**config.mk**
```make
export PLATFORM = sky130hd
export DESIGN_NAME = err_status_word
export DESIGN_NICKNAME = d
export VERILOG_FILES = /design/src/rtl/err_status_pkg.sv /design/src/rtl/err_event_map.sv /design/src/rtl/err_sticky_bank.sv /design/src/rtl/err_status_word.sv
export SDC_FILE = /design/constraint.sdc
export NUM_CORES = 1
export LEC_CHECK = 0
export ABC_AREA = 0
export BUFFER_PORTS_ARGS = -buffer_cell sky130_fd_sc_hd__buf_2
export CAP_MARGIN = 0
export CORE_UTILIZATION = 27
export DETAILED_ROUTE_END_ITERATION = 16
export GPL_TIMING_DRIVEN = 1
export SYNTH_ARGS = -nofsm -noshare
export SYNTH_HDL_FRONTEND = slang
export SYNTH_SLANG_ARGS = --single-unit
```
**constraint.sdc**
```tcl
create_clock -name clk -period 0.8 [get_ports clk]
set_input_delay 0.04 -clock clk [delete_from_list [all_inputs] [get_ports clk]]
set_output_delay 0.04 -clock clk [all_outputs]
set_load 0.05 [all_outputs]
```
**src/rtl/err_status_pkg.sv**
```systemverilog
package err_status_pkg;
  localparam int unsigned WORD_W    = 16;
  localparam int unsigned B_TXFULL  = 0;
  localparam int unsigned B_LIVE    = 1;
  localparam int unsigned B_TXHW    = 2;
  localparam int unsigned B_INTQ    = 4;
  localparam int unsigned B_PHY     = 5;
  localparam int unsigned B_CARRIER = 6;
  localparam int unsigned B_BADMSG  = 7;
  localparam int unsigned B_RXOV    = 8;
  localparam int unsigned B_RTBIT   = 9;
  localparam int unsigned B_RTTO    = 10;
  localparam int unsigned B_FAILOV  = 11;
  localparam int unsigned B_CTR     = 12;

  localparam logic [WORD_W-1:0] STICKY_MASK = 16'h3FF5;

  typedef logic [WORD_W-1:0] word_t;

  // next value of one sticky bit: reset, then set, then clear
  function automatic logic sticky_next(input logic q, input logic rst,
                                       input logic set, input logic clr);
    if (rst)      return 1'b0;
    else if (set) return 1'b1;
    else if (clr) return 1'b0;
    else          return q;
  endfunction

  // host-visible word from latched bits and the live flag
  function automatic word_t compose_word(input word_t sticky,
                                         input logic live);
    word_t w;
    w = sticky & STICKY_MASK;
    w[B_LIVE] = live;
    return w;
  endfunction
endpackage

```
**src/rtl/err_event_map.sv**
```systemverilog
module err_event_map
  import err_status_pkg::*;
(
  input  logic  txq_full,
  input  logic  txq_high_water,
  input  logic  intq_full,
  input  logic  phy_no_edge,
  input  logic  phy_parity_err,
  input  logic  phy_frame_err,
  input  logic  carrier_loss,
  input  logic  bad_msg,
  input  logic  rxq_overflow,
  input  logic  retry_bit_err,
  input  logic  retry_timeout,
  input  logic  link_failover,
  input  logic  gp_ctr_wrap,
  output word_t ev_vec
);
  always_comb begin
    ev_vec            = '0;
    ev_vec[B_TXFULL]  = txq_full;
    ev_vec[B_TXHW]    = txq_high_water;
    ev_vec[B_INTQ]    = intq_full;
    ev_vec[B_PHY]     = phy_no_edge | phy_parity_err | phy_frame_err;
    ev_vec[B_CARRIER] = carrier_loss;
    ev_vec[B_BADMSG]  = bad_msg;
    ev_vec[B_RXOV]    = rxq_overflow;
    ev_vec[B_RTBIT]   = retry_bit_err;
    ev_vec[B_RTTO]    = retry_timeout;
    ev_vec[B_FAILOV]  = link_failover;
    ev_vec[B_CTR]     = gp_ctr_wrap;
  end
endmodule

```
**src/rtl/err_sticky_bank.sv**
```systemverilog
module err_sticky_bank #(
  parameter int unsigned W = 16,
  parameter logic [W-1:0] MASK = '1
) (
  input  logic         clk,
  input  logic         rst,
  input  logic         clr,
  input  logic [W-1:0] set_vec,
  output logic [W-1:0] q_vec
);
  for (genvar i = 0; i < W; i++) begin : g_bit
    if (MASK[i]) begin : g_sticky
      logic q;
      always_ff @(posedge clk)
        q <= err_status_pkg::sticky_next(q, rst, set_vec[i], clr);
      assign q_vec[i] = q;
    end else begin : g_const
      assign q_vec[i] = 1'b0;
    end
  end
endmodule

```
**src/rtl/err_status_word.sv**
```systemverilog
module err_status_word
  import err_status_pkg::*;
(
  input  logic        clk,
  input  logic        rst,
  input  logic        host_rd,
  input  logic        txq_not_empty,
  input  logic        txq_full,
  input  logic        txq_high_water,
  input  logic        intq_full,
  input  logic        phy_no_edge,
  input  logic        phy_parity_err,
  input  logic        phy_frame_err,
  input  logic        carrier_loss,
  input  logic        bad_msg,
  input  logic        rxq_overflow,
  input  logic        retry_bit_err,
  input  logic        retry_timeout,
  input  logic        link_failover,
  input  logic        gp_ctr_wrap,
  input  logic [15:0] irq_enable,
  output logic [15:0] status_word,
  output logic        irq
);
  word_t ev_vec;    // per-bit set requests after merging sources
  word_t sticky_q;  // latched bits only
  logic  clr_now;   // read clears at the edge ending this cycle

  assign clr_now = host_rd;

  err_event_map u_map (
    .txq_full(txq_full), .txq_high_water(txq_high_water),
    .intq_full(intq_full), .phy_no_edge(phy_no_edge),
    .phy_parity_err(phy_parity_err), .phy_frame_err(phy_frame_err),
    .carrier_loss(carrier_loss), .bad_msg(bad_msg),
    .rxq_overflow(rxq_overflow), .retry_bit_err(retry_bit_err),
    .retry_timeout(retry_timeout), .link_failover(link_failover),
    .gp_ctr_wrap(gp_ctr_wrap), .ev_vec(ev_vec)
  );

  err_sticky_bank #(.W(WORD_W), .MASK(STICKY_MASK)) u_bank (
    .clk(clk), .rst(rst), .clr(clr_now),
    .set_vec(ev_vec), .q_vec(sticky_q)
  );

  assign status_word = compose_word(sticky_q, txq_not_empty);
  assign irq         = |(sticky_q & irq_enable);
endmodule

```
==> report_table.html, run 1 <==
<table>
<tr><th>Metric</th><th>Value</th></tr>
<tr><th colspan="2">Placement</th></tr>
<tr><td>Number of port buffers</td><td>38</td></tr>
<tr><td>Cell count after placement</td><td>between 100 and 150</td></tr>
<tr><td>Placer congestion estimate</td><td>0.719</td></tr>
<tr><td>HPWL Detailed</td><td>896 um</td></tr>
<tr><td>Instance area at placement</td><td>around 730 um2</td></tr>
<tr><td>Setup slack at placement</td><td>-0.319 ns</td></tr>
<tr><th colspan="2">Critical path</th></tr>
<tr><td>Crit path buffers/inverters</td><td>1</td></tr>
<tr><td>Crit path required time</td><td>between 0.7 and 0.8 ns</td></tr>
<tr><td>CP Launch Type</td><td>flop</td></tr>
<tr><td>Critical path's top delay family</td><td>compound AO/OA/AOI/OAI gates</td></tr>
<tr><td>Startpoint-to-endpoint class of the critical path</td><td>flop to output port</td></tr>
<tr><td>Crit Path Max Fanout</td><td>2</td></tr>
<tr><td>Slowest Stage Delay on Critical Path</td><td>0.33 ns</td></tr>
<tr><td>Critical path capture point type</td><td>output port</td></tr>
<tr><td>Arr. time, crit path</td><td>~1.3 ns</td></tr>
<tr><td>Crit-path cells</td><td>a22o_1 -&gt; a221oi_2 -&gt; nand3_4 -&gt; buf_8</td></tr>
<tr><td>Slowest library cell on the worst path</td><td>sky130_fd_sc_hd__dfxtp_2</td></tr>
<tr><th colspan="2">Drt</th></tr>
<tr><td>Topmost layer with routed signal wires</td><td>met4</td></tr>
<tr><td>Antenna violation net count after detailed routing</td><td>0</td></tr>
<tr><td>Detailed Route Iter0 Violations</td><td>10</td></tr>
<tr><td>Vias after detailed routing</td><td>548</td></tr>
<tr><td>Initial DRT Pass Iterations</td><td>4</td></tr>
<tr><td>Routed via count divided by cell count</td><td>between 4 and 5</td></tr>
<tr><td>WL/cell</td><td>10.7 um</td></tr>
<tr><td>Met2 Wirelength</td><td>791 um</td></tr>
<tr><td>M1 WL</td><td>approximately 510 um</td></tr>
<tr><td>Post-detailed-route DRC marker count</td><td>0</td></tr>
<tr><td>Met3 routed WL</td><td>114 um</td></tr>
<tr><td>Wirelength, routed</td><td>~1.4 mm</td></tr>
<tr><th colspan="2">Status</th></tr>
<tr><td>Status</td><td>finished, violations left</td></tr>
<tr><td>Violated checks</td><td>setup timing</td></tr>
<tr><th colspan="2">Timing</th></tr>
<tr><td>Setup repair after global routing missed its margin</td><td>yes</td></tr>
<tr><td>Worst Slack Setup Final</td><td>-0.578 ns</td></tr>
<tr><td>Final critical-path share of the clock period</td><td>172%</td></tr>
<tr><td>Total setup violations reported at the end of the flow</td><td>12</td></tr>
<tr><td>Peak Freq</td><td>0.726 GHz</td></tr>
<tr><td>Final Critical Period</td><td>1.38 ns</td></tr>
<tr><td>Setup TNS</td><td>-1.31 ns</td></tr>
<tr><td>Final number of max-transition violations</td><td>0</td></tr>
<tr><td>Count of final hold-check violations</td><td>0</td></tr>
<tr><td>Layout Skew</td><td>0 ns</td></tr>
<tr><th colspan="2">Clock network</th></tr>
<tr><td>Root Driver</td><td>sky130_fd_sc_hd__clkbuf_4</td></tr>
<tr><td>Clock sink total</td><td>11</td></tr>
<tr><td>Maximum clock insertion buffer count</td><td>2</td></tr>
<tr><td>Number of buffers added by the clock tree synthesis step</td><td>3</td></tr>
<tr><td>Clock latency of the later-clocked register in the worst-skew pair</td><td>0.26 ns</td></tr>
<tr><td>Clock tree from TritonCTS</td><td>built</td></tr>
<tr><td>Clock slew at reported path FFs</td><td>about 0.070 ns</td></tr>
<tr><td>H-tree Lvls</td><td>1</td></tr>
<tr><th colspan="2">Cells and area</th></tr>
<tr><td>Antenna fix cells</td><td>0</td></tr>
<tr><td>Fraction of final layout cells with drive strength greater than 1</td><td>about three fifths</td></tr>
<tr><td>Largest regs</td><td>u_bank.g_bit.g_sticky.q x11</td></tr>
<tr><td>Number of flip-flops in the largest register</td><td>11</td></tr>
<tr><td>Top library cells by usage in the layout, fill and taps aside</td><td>sky130_fd_sc_hd__buf_2, sky130_fd_sc_hd__buf_8, sky130_fd_sc_hd__a21oi_1, sky130_fd_sc_hd__nor2_1, sky130_fd_sc_hd__dlygate4sd3_1</td></tr>
<tr><td>Post-Layout Inst Area</td><td>0.00103 mm2</td></tr>
<tr><td>Largest reg by FF count</td><td>u_bank.g_bit.g_sticky.q</td></tr>
<tr><td># nets final</td><td>143</td></tr>
<tr><td>Post-layout util</td><td>58.4%</td></tr>
<tr><td>Number of standard cells in the layout, taps in and fillers out</td><td>134</td></tr>
<tr><td>Commonest non-fill, non-tap cell in the layout</td><td>sky130_fd_sc_hd__buf_2</td></tr>
<tr><td>Area grow syn2layout</td><td>97.6%</td></tr>
<tr><th colspan="2">Job</th></tr>
<tr><td>Number of maximum-capacitance violations</td><td>0</td></tr>
<tr><th colspan="2">Logic synthesis</th></tr>
<tr><td>Number of unique standard cell types used by synthesis</td><td>13</td></tr>
<tr><td>Average footprint of a synthesized cell</td><td>8.70 um2</td></tr>
<tr><td>Count of synthesis-stage warnings from yosys</td><td>0</td></tr>
<tr><td>Flop and latch count out of synthesis</td><td>11</td></tr>
<tr><td>Mapped Cells</td><td>60</td></tr>
<tr><td>Post-synthesis instance area</td><td>522 um2</td></tr>
<tr><td>Sequential fraction of the synthesis area</td><td>42.2%</td></tr>
<tr><td>Library cell occupying the most area in the post-synthesis netlist</td><td>sky130_fd_sc_hd__dfxtp_1</td></tr>
<tr><td>Ranking of synthesized cells by area</td><td>sky130_fd_sc_hd__dfxtp_1, sky130_fd_sc_hd__buf_4, sky130_fd_sc_hd__a21oi_1</td></tr>
<tr><td>Fraction of synthesized cell area taken by the top area cell type</td><td>42.2%</td></tr>
<tr><th colspan="2">Die</th></tr>
<tr><td>Ports placed on the boundary</td><td>50</td></tr>
<tr><td>Initial Utilization</td><td>29.6%</td></tr>
<tr><td>Core ar.</td><td>0.00176 mm2</td></tr>
<tr><td>Area of the die</td><td>0.00211 mm2</td></tr>
<tr><td>FP Rows</td><td>15</td></tr>
<tr><td>Die extent in y</td><td>roughly 46 um</td></tr>
<tr><td>DIE WIDTH</td><td>46.0 um</td></tr>
<tr><th colspan="2">Global routing</th></tr>
<tr><td>Global-route total usage across every layer</td><td>14.0%</td></tr>
<tr><td>Remaining Overflow, GRT</td><td>0</td></tr>
<tr><td>Number of antenna violations at the first check in global routing</td><td>0</td></tr>
<tr><td>Via count of the first global-routing pass</td><td>535</td></tr>
<tr><td>Pin count of the biggest net entering global routing</td><td>12</td></tr>
<tr><td>Wire length of the first global-routing pass</td><td>2.10 mm</td></tr>
<tr><th colspan="2">Worst hold path</th></tr>
<tr><td>Hold/Removal Path Class</td><td>primary input to flop</td></tr>
<tr><th colspan="2">Pwr</th></tr>
<tr><td>PwrDens</td><td>1540 mW/mm2</td></tr>
<tr><td>Worst IR drop on VDD</td><td>0.782 mV</td></tr>
<tr><td>Static leakage</td><td>0.494 nW</td></tr>
</table>
[cell families after synthesis]
kind of cell / Yosys count / share of synthesized area, %
buf+inv: 19 / 25.7
compound gates: 16 / 21.6
simple gates: 13 / 9.83
flops: 11 / 42.2
other cells: 1 / 0.719
[layout make-up]
class                           count  area [um2]
Timing Repair Buffer               60         539
Multi-Input combinational cell     33         195
Tap cell                           25        31.3
Sequential cell                    11         235
Inverter                            1        3.75
Clock buffer                        4        26.3
Fill cell                         161         733
[layer usage]
metal / vias to the layer above / track usage, %
li1: 282 / -
met1: 237 / 14.3
met2: 27 / 27.6
met3: 2 / 3.57
met4: 0 / 3.53
met5: - / 0
[synth_stat cells]
master,number
sky130_fd_sc_hd__a222oi_1,1
sky130_fd_sc_hd__inv_1,1
sky130_fd_sc_hd__nand2_1,1
sky130_fd_sc_hd__dfxtp_1,11
sky130_fd_sc_hd__nor2_1,10
sky130_fd_sc_hd__buf_4,16
sky130_fd_sc_hd__nand3_1,1
sky130_fd_sc_hd__a22o_1,2
sky130_fd_sc_hd__a21oi_1,11
sky130_fd_sc_hd__a221oi_2,2
sky130_fd_sc_hd__buf_2,2
sky130_fd_sc_hd__nor3_1,1
sky130_fd_sc_hd__conb_1,1
[final timing paths]
check             cells past startpoint                        start                          end  slack [ns]
setup reg to reg                      4   u_bank.g_bit[2].g_sticky.q   u_bank.g_bit[2].g_sticky.q       -0.01
hold / removal                        3                phy_frame_err   u_bank.g_bit[5].g_sticky.q        0.05
hold reg to reg                       2  u_bank.g_bit[12].g_sticky.q  u_bank.g_bit[12].g_sticky.q        0.52
setup / recovery                      4   u_bank.g_bit[2].g_sticky.q                          irq       -0.58
[where the power goes]
group / switching (mW) / internal (mW)
clock network: 0.167 / 0.192
logic: 0.317 / 0.295
registers: 0.0294 / 0.590
total: 0.513 / 1.08
[worst reg2reg max path, delay by kind of cell, from the launching register on]
kind	cells	cell delay (ns)
compound gates	1	0.10
simple gates	1	0.04
flops	1	0.33
buf+inv	2	0.23
[repair_timing]
item / in CTS / in global routing
setup buffers: 0 / 5
endpoints found under the hold margin: 10 / 0
hold buffers: 10 / 0
resized for setup: 53 / 6
setup endpoints to repair: 12 / 12
pin swaps: 1 / 1
[per-stage QoR]
| stage | hold slack (ns) | power (mW) |
|---|---|---|
| floorplan | 0.109 | 0.975 |
| global placement | 0.0806 | 1.07 |
| detailed placement | 0.0806 | 1.07 |
| CTS | 0.0410 | 1.59 |
| global route | 0.0801 | 1.68 |
| finish | 0.0506 | 1.59 |
Power figures use the tool's default switching activity.
==> inputs of run 2 (changes only) <==
Settings changed: PLACE_DENSITY from default to 0.73.
==> report_table.html, run 2 (synthesized netlist as in run 1, its figures left out) <==
<table>
<tr><th>Metric</th><th>Value</th></tr>
<tr><th colspan="2">Status</th></tr>
<tr><td>Status</td><td>finished, violations left</td></tr>
<tr><td>Violated checks</td><td>setup timing</td></tr>
<tr><th colspan="2">Timing</th></tr>
<tr><td>Final number of max-transition violations</td><td>0</td></tr>
<tr><td>Final Critical Period</td><td>1.34 ns</td></tr>
<tr><td>Setup repair after global routing missed its margin</td><td>yes</td></tr>
<tr><td>Peak Freq</td><td>around 0.74 GHz</td></tr>
<tr><td>Total setup violations reported at the end of the flow</td><td>12</td></tr>
<tr><td>Worst Slack Setup Final</td><td>-0.544 ns</td></tr>
<tr><td>Count of final hold-check violations</td><td>0</td></tr>
<tr><td>Final critical-path share of the clock period</td><td>168%</td></tr>
<tr><td>Layout Skew</td><td>0 ns</td></tr>
<tr><th colspan="2">Drt</th></tr>
<tr><td>Detailed Route Iter0 Violations</td><td>5</td></tr>
<tr><td>WL/cell</td><td>10.0 um</td></tr>
<tr><td>Routed via count divided by cell count</td><td>around 4.2</td></tr>
<tr><td>Initial DRT Pass Iterations</td><td>4</td></tr>
<tr><td>Post-detailed-route DRC marker count</td><td>0</td></tr>
<tr><td>Antenna violation net count after detailed routing</td><td>0</td></tr>
<tr><td>Vias after detailed routing</td><td>565</td></tr>
<tr><td>Wirelength, routed</td><td>1.35 mm</td></tr>
<tr><th colspan="2">Worst hold path</th></tr>
<tr><td>Launch instance of the worst min-delay path</td><td>phy_frame_err</td></tr>
<tr><td>Worst hold endpoint</td><td>u_bank.g_bit[5].g_sticky.q</td></tr>
<tr><td>Hold/Removal Path Class</td><td>primary input to flop</td></tr>
<tr><td>Count of cells along the worst hold path</td><td>3</td></tr>
<tr><th colspan="2">Pwr</th></tr>
<tr><td>Switching pwr</td><td>0.521 mW</td></tr>
<tr><td>Worst IR drop on VDD</td><td>1.03 mV</td></tr>
<tr><td>Sequential share of power</td><td>38.9%</td></tr>
<tr><td>Switching portion of total power</td><td>32.8%</td></tr>
<tr><td>Static leakage</td><td>0.493 nW</td></tr>
<tr><td>Share of total power in combinational logic</td><td>38.0%</td></tr>
<tr><td>Internal power summed over all cells</td><td>~1.1 mW</td></tr>
<tr><td>Clock group share of total power</td><td>23.1%</td></tr>
<tr><td>PwrDens</td><td>between 1500 and 2000 mW/mm2</td></tr>
<tr><th colspan="2">Critical path</th></tr>
<tr><td>R2R Setup Slk</td><td>about 0.05 ns</td></tr>
<tr><td>Startpoint of the worst-slack reg-to-reg timing path</td><td>u_bank.g_bit[0].g_sticky.q</td></tr>
<tr><td>Critical path capture point type</td><td>output port</td></tr>
<tr><td>CP Launch Type</td><td>flop</td></tr>
<tr><td>Crit Path Max Fanout</td><td>2</td></tr>
<tr><td>Crit path required time</td><td>0.76 ns</td></tr>
<tr><td>Arr. time, crit path</td><td>1.30 ns</td></tr>
<tr><td>Critical path's top delay family</td><td>compound AO/OA/AOI/OAI gates</td></tr>
<tr><td>Worst Reg-to-Reg Cells</td><td>3</td></tr>
<tr><td>Slowest library cell on the worst path</td><td>sky130_fd_sc_hd__dfxtp_2</td></tr>
<tr><td>Slowest Stage Delay on Critical Path</td><td>around 0.33 ns</td></tr>
<tr><td>Worst reg2reg path endpoint</td><td>u_bank.g_bit[0].g_sticky.q</td></tr>
<tr><td>Crit path buffers/inverters</td><td>1</td></tr>
<tr><td>Crit-path cells</td><td>a22o_1 -&gt; a221oi_2 -&gt; nand3_4 -&gt; buf_6</td></tr>
<tr><td>Startpoint-to-endpoint class of the critical path</td><td>flop to output port</td></tr>
<tr><th colspan="2">Clock network</th></tr>
<tr><td>Maximum clock insertion buffer count</td><td>2</td></tr>
<tr><td>Clock latency of the later-clocked register in the worst-skew pair</td><td>between 0.2 and 0.3 ns</td></tr>
<tr><td>Number of buffers added by the clock tree synthesis step</td><td>3</td></tr>
<tr><td>Clock slew at reported path FFs</td><td>0.07 ns</td></tr>
<tr><td>Root Driver</td><td>sky130_fd_sc_hd__clkbuf_4</td></tr>
<tr><td>Clock sink total</td><td>11</td></tr>
<tr><td>Clock tree from TritonCTS</td><td>built</td></tr>
<tr><td>H-tree Lvls</td><td>1</td></tr>
<tr><th colspan="2">Placement</th></tr>
<tr><td>Number of port buffers</td><td>38</td></tr>
<tr><td>Instance area at placement</td><td>719 um2</td></tr>
<tr><td>Placer congestion estimate</td><td>roughly 0.68</td></tr>
<tr><td>Cell count after placement</td><td>119</td></tr>
<tr><th colspan="2">Die</th></tr>
<tr><td>FP Rows</td><td>15</td></tr>
<tr><td>Ports placed on the boundary</td><td>50</td></tr>
<tr><td>Initial Utilization</td><td>29.6%</td></tr>
<tr><td>Area of the die</td><td>roughly 0.0021 mm2</td></tr>
<tr><td>Core ar.</td><td>0.00176 mm2</td></tr>
<tr><td>Die extent in y</td><td>46.0 um</td></tr>
<tr><td>DIE WIDTH</td><td>roughly 46 um</td></tr>
<tr><th colspan="2">Global routing</th></tr>
<tr><td>Number of antenna violations at the first check in global routing</td><td>0</td></tr>
<tr><td>Wire length of the first global-routing pass</td><td>approximately 2.1 mm</td></tr>
<tr><td>Pin count of the biggest net entering global routing</td><td>12</td></tr>
<tr><td>Remaining Overflow, GRT</td><td>0</td></tr>
<tr><td>Via count of the first global-routing pass</td><td>546</td></tr>
<tr><td>Global-route total usage across every layer</td><td>14.2%</td></tr>
<tr><th colspan="2">Cells and area</th></tr>
<tr><td>Fraction of final layout cells with drive strength greater than 1</td><td>between 60% and 70%</td></tr>
<tr><td>Area grow syn2layout</td><td>95.9%</td></tr>
<tr><td>Top library cells by usage in the layout, fill and taps aside</td><td>sky130_fd_sc_hd__buf_2, sky130_fd_sc_hd__a21oi_1, sky130_fd_sc_hd__buf_6, sky130_fd_sc_hd__buf_8, sky130_fd_sc_hd__dfxtp_2</td></tr>
<tr><td>Post-layout util</td><td>between 50% and 60%</td></tr>
<tr><td>Post-Layout Inst Area</td><td>0.00102 mm2</td></tr>
<tr><td>Number of standard cells in the layout, taps in and fillers out</td><td>134</td></tr>
<tr><td>Largest reg by FF count</td><td>u_bank.g_bit.g_sticky.q</td></tr>
<tr><td>Number of flip-flops in the largest register</td><td>11</td></tr>
<tr><td>Largest regs</td><td>u_bank.g_bit.g_sticky.q x11</td></tr>
<tr><td># nets final</td><td>143</td></tr>
<tr><td>Commonest non-fill, non-tap cell in the layout</td><td>sky130_fd_sc_hd__buf_2</td></tr>
<tr><td>Antenna fix cells</td><td>0</td></tr>
<tr><th colspan="2">Job</th></tr>
<tr><td>Number of maximum-capacitance violations</td><td>0</td></tr>
</table>
run 2: worst max path at each step:
stage                               startpoint  endpoint  slack [ns]  cells after the start
finish              u_bank.g_bit[2].g_sticky.q       irq       -0.54                      4
global route        u_bank.g_bit[0].g_sticky.q       irq       -0.62                      4
CTS                 u_bank.g_bit[2].g_sticky.q       irq       -0.56                      4
detailed placement  u_bank.g_bit[0].g_sticky.q       irq       -0.31                      4
global placement    u_bank.g_bit[0].g_sticky.q       irq       -0.33                      4
floorplan           u_bank.g_bit[0].g_sticky.q       irq       -0.21                      2
run 2: through the flow:
stage / power, mW / hold slack [ns] / worst slack [ns] / TNS (ns)
2_1_floorplan: 0.975 / 0.109 / -0.208 / -0.208
3_3_place_gp: 1.06 / 0.0806 / -0.335 / -0.335
4_1_cts: 1.60 / 0.0263 / -0.560 / -1.60
6_report: 1.59 / 0.0379 / -0.544 / -1.47
3_5_place_dp: 1.06 / 0.0806 / -0.312 / -0.312
5_1_grt: 1.67 / 0.0551 / -0.623 / -1.91
run 2: power by group through the flow:
stage / Sequential [mW] / Clock (mW) / Combinational, mW
4_1_cts: 0.616 / 0.385 / 0.599
6_report: 0.618 / 0.367 / 0.603
2_1_floorplan: 0.619 / 0 / 0.355
3_5_place_dp: 0.617 / 0 / 0.445
3_3_place_gp: 0.616 / 0 / 0.441
5_1_grt: 0.623 / 0.413 / 0.638
run 2: worst reg2reg max path: cells and delay by family (launching register included):
family,cells,cell delay (ns)
compound gates,1,0.13
buf+inv,1,0.14
flops,1,0.32
simple gates,1,0.05
run 2: metal layers:
layer,part of all wire [%],vias up,global-route usage [%]
met5,0,-,0
met4,0.97,0,7.65
met3,6.5,2,3.57
met2,56,23,26.8
met1,36,253,13.9
li1,-,287,-
run 2: cell type report:
type	instances	area, um2
Fill cell	169	742
Inverter	1	3.75
Multi-Input combinational cell	33	191
Tap cell	25	31.3
Clock inverter	1	5.00
Clock buffer	3	22.5
Sequential cell	11	234
Timing Repair Buffer	60	534
run 2: timing repair:
item,in CTS,in global routing
setup endpoints to repair,12,12
pin swaps,0,0
hold buffers,10,0
gates resized for setup,55,5
setup buffers,1,5
hold endpoints to repair,10,0
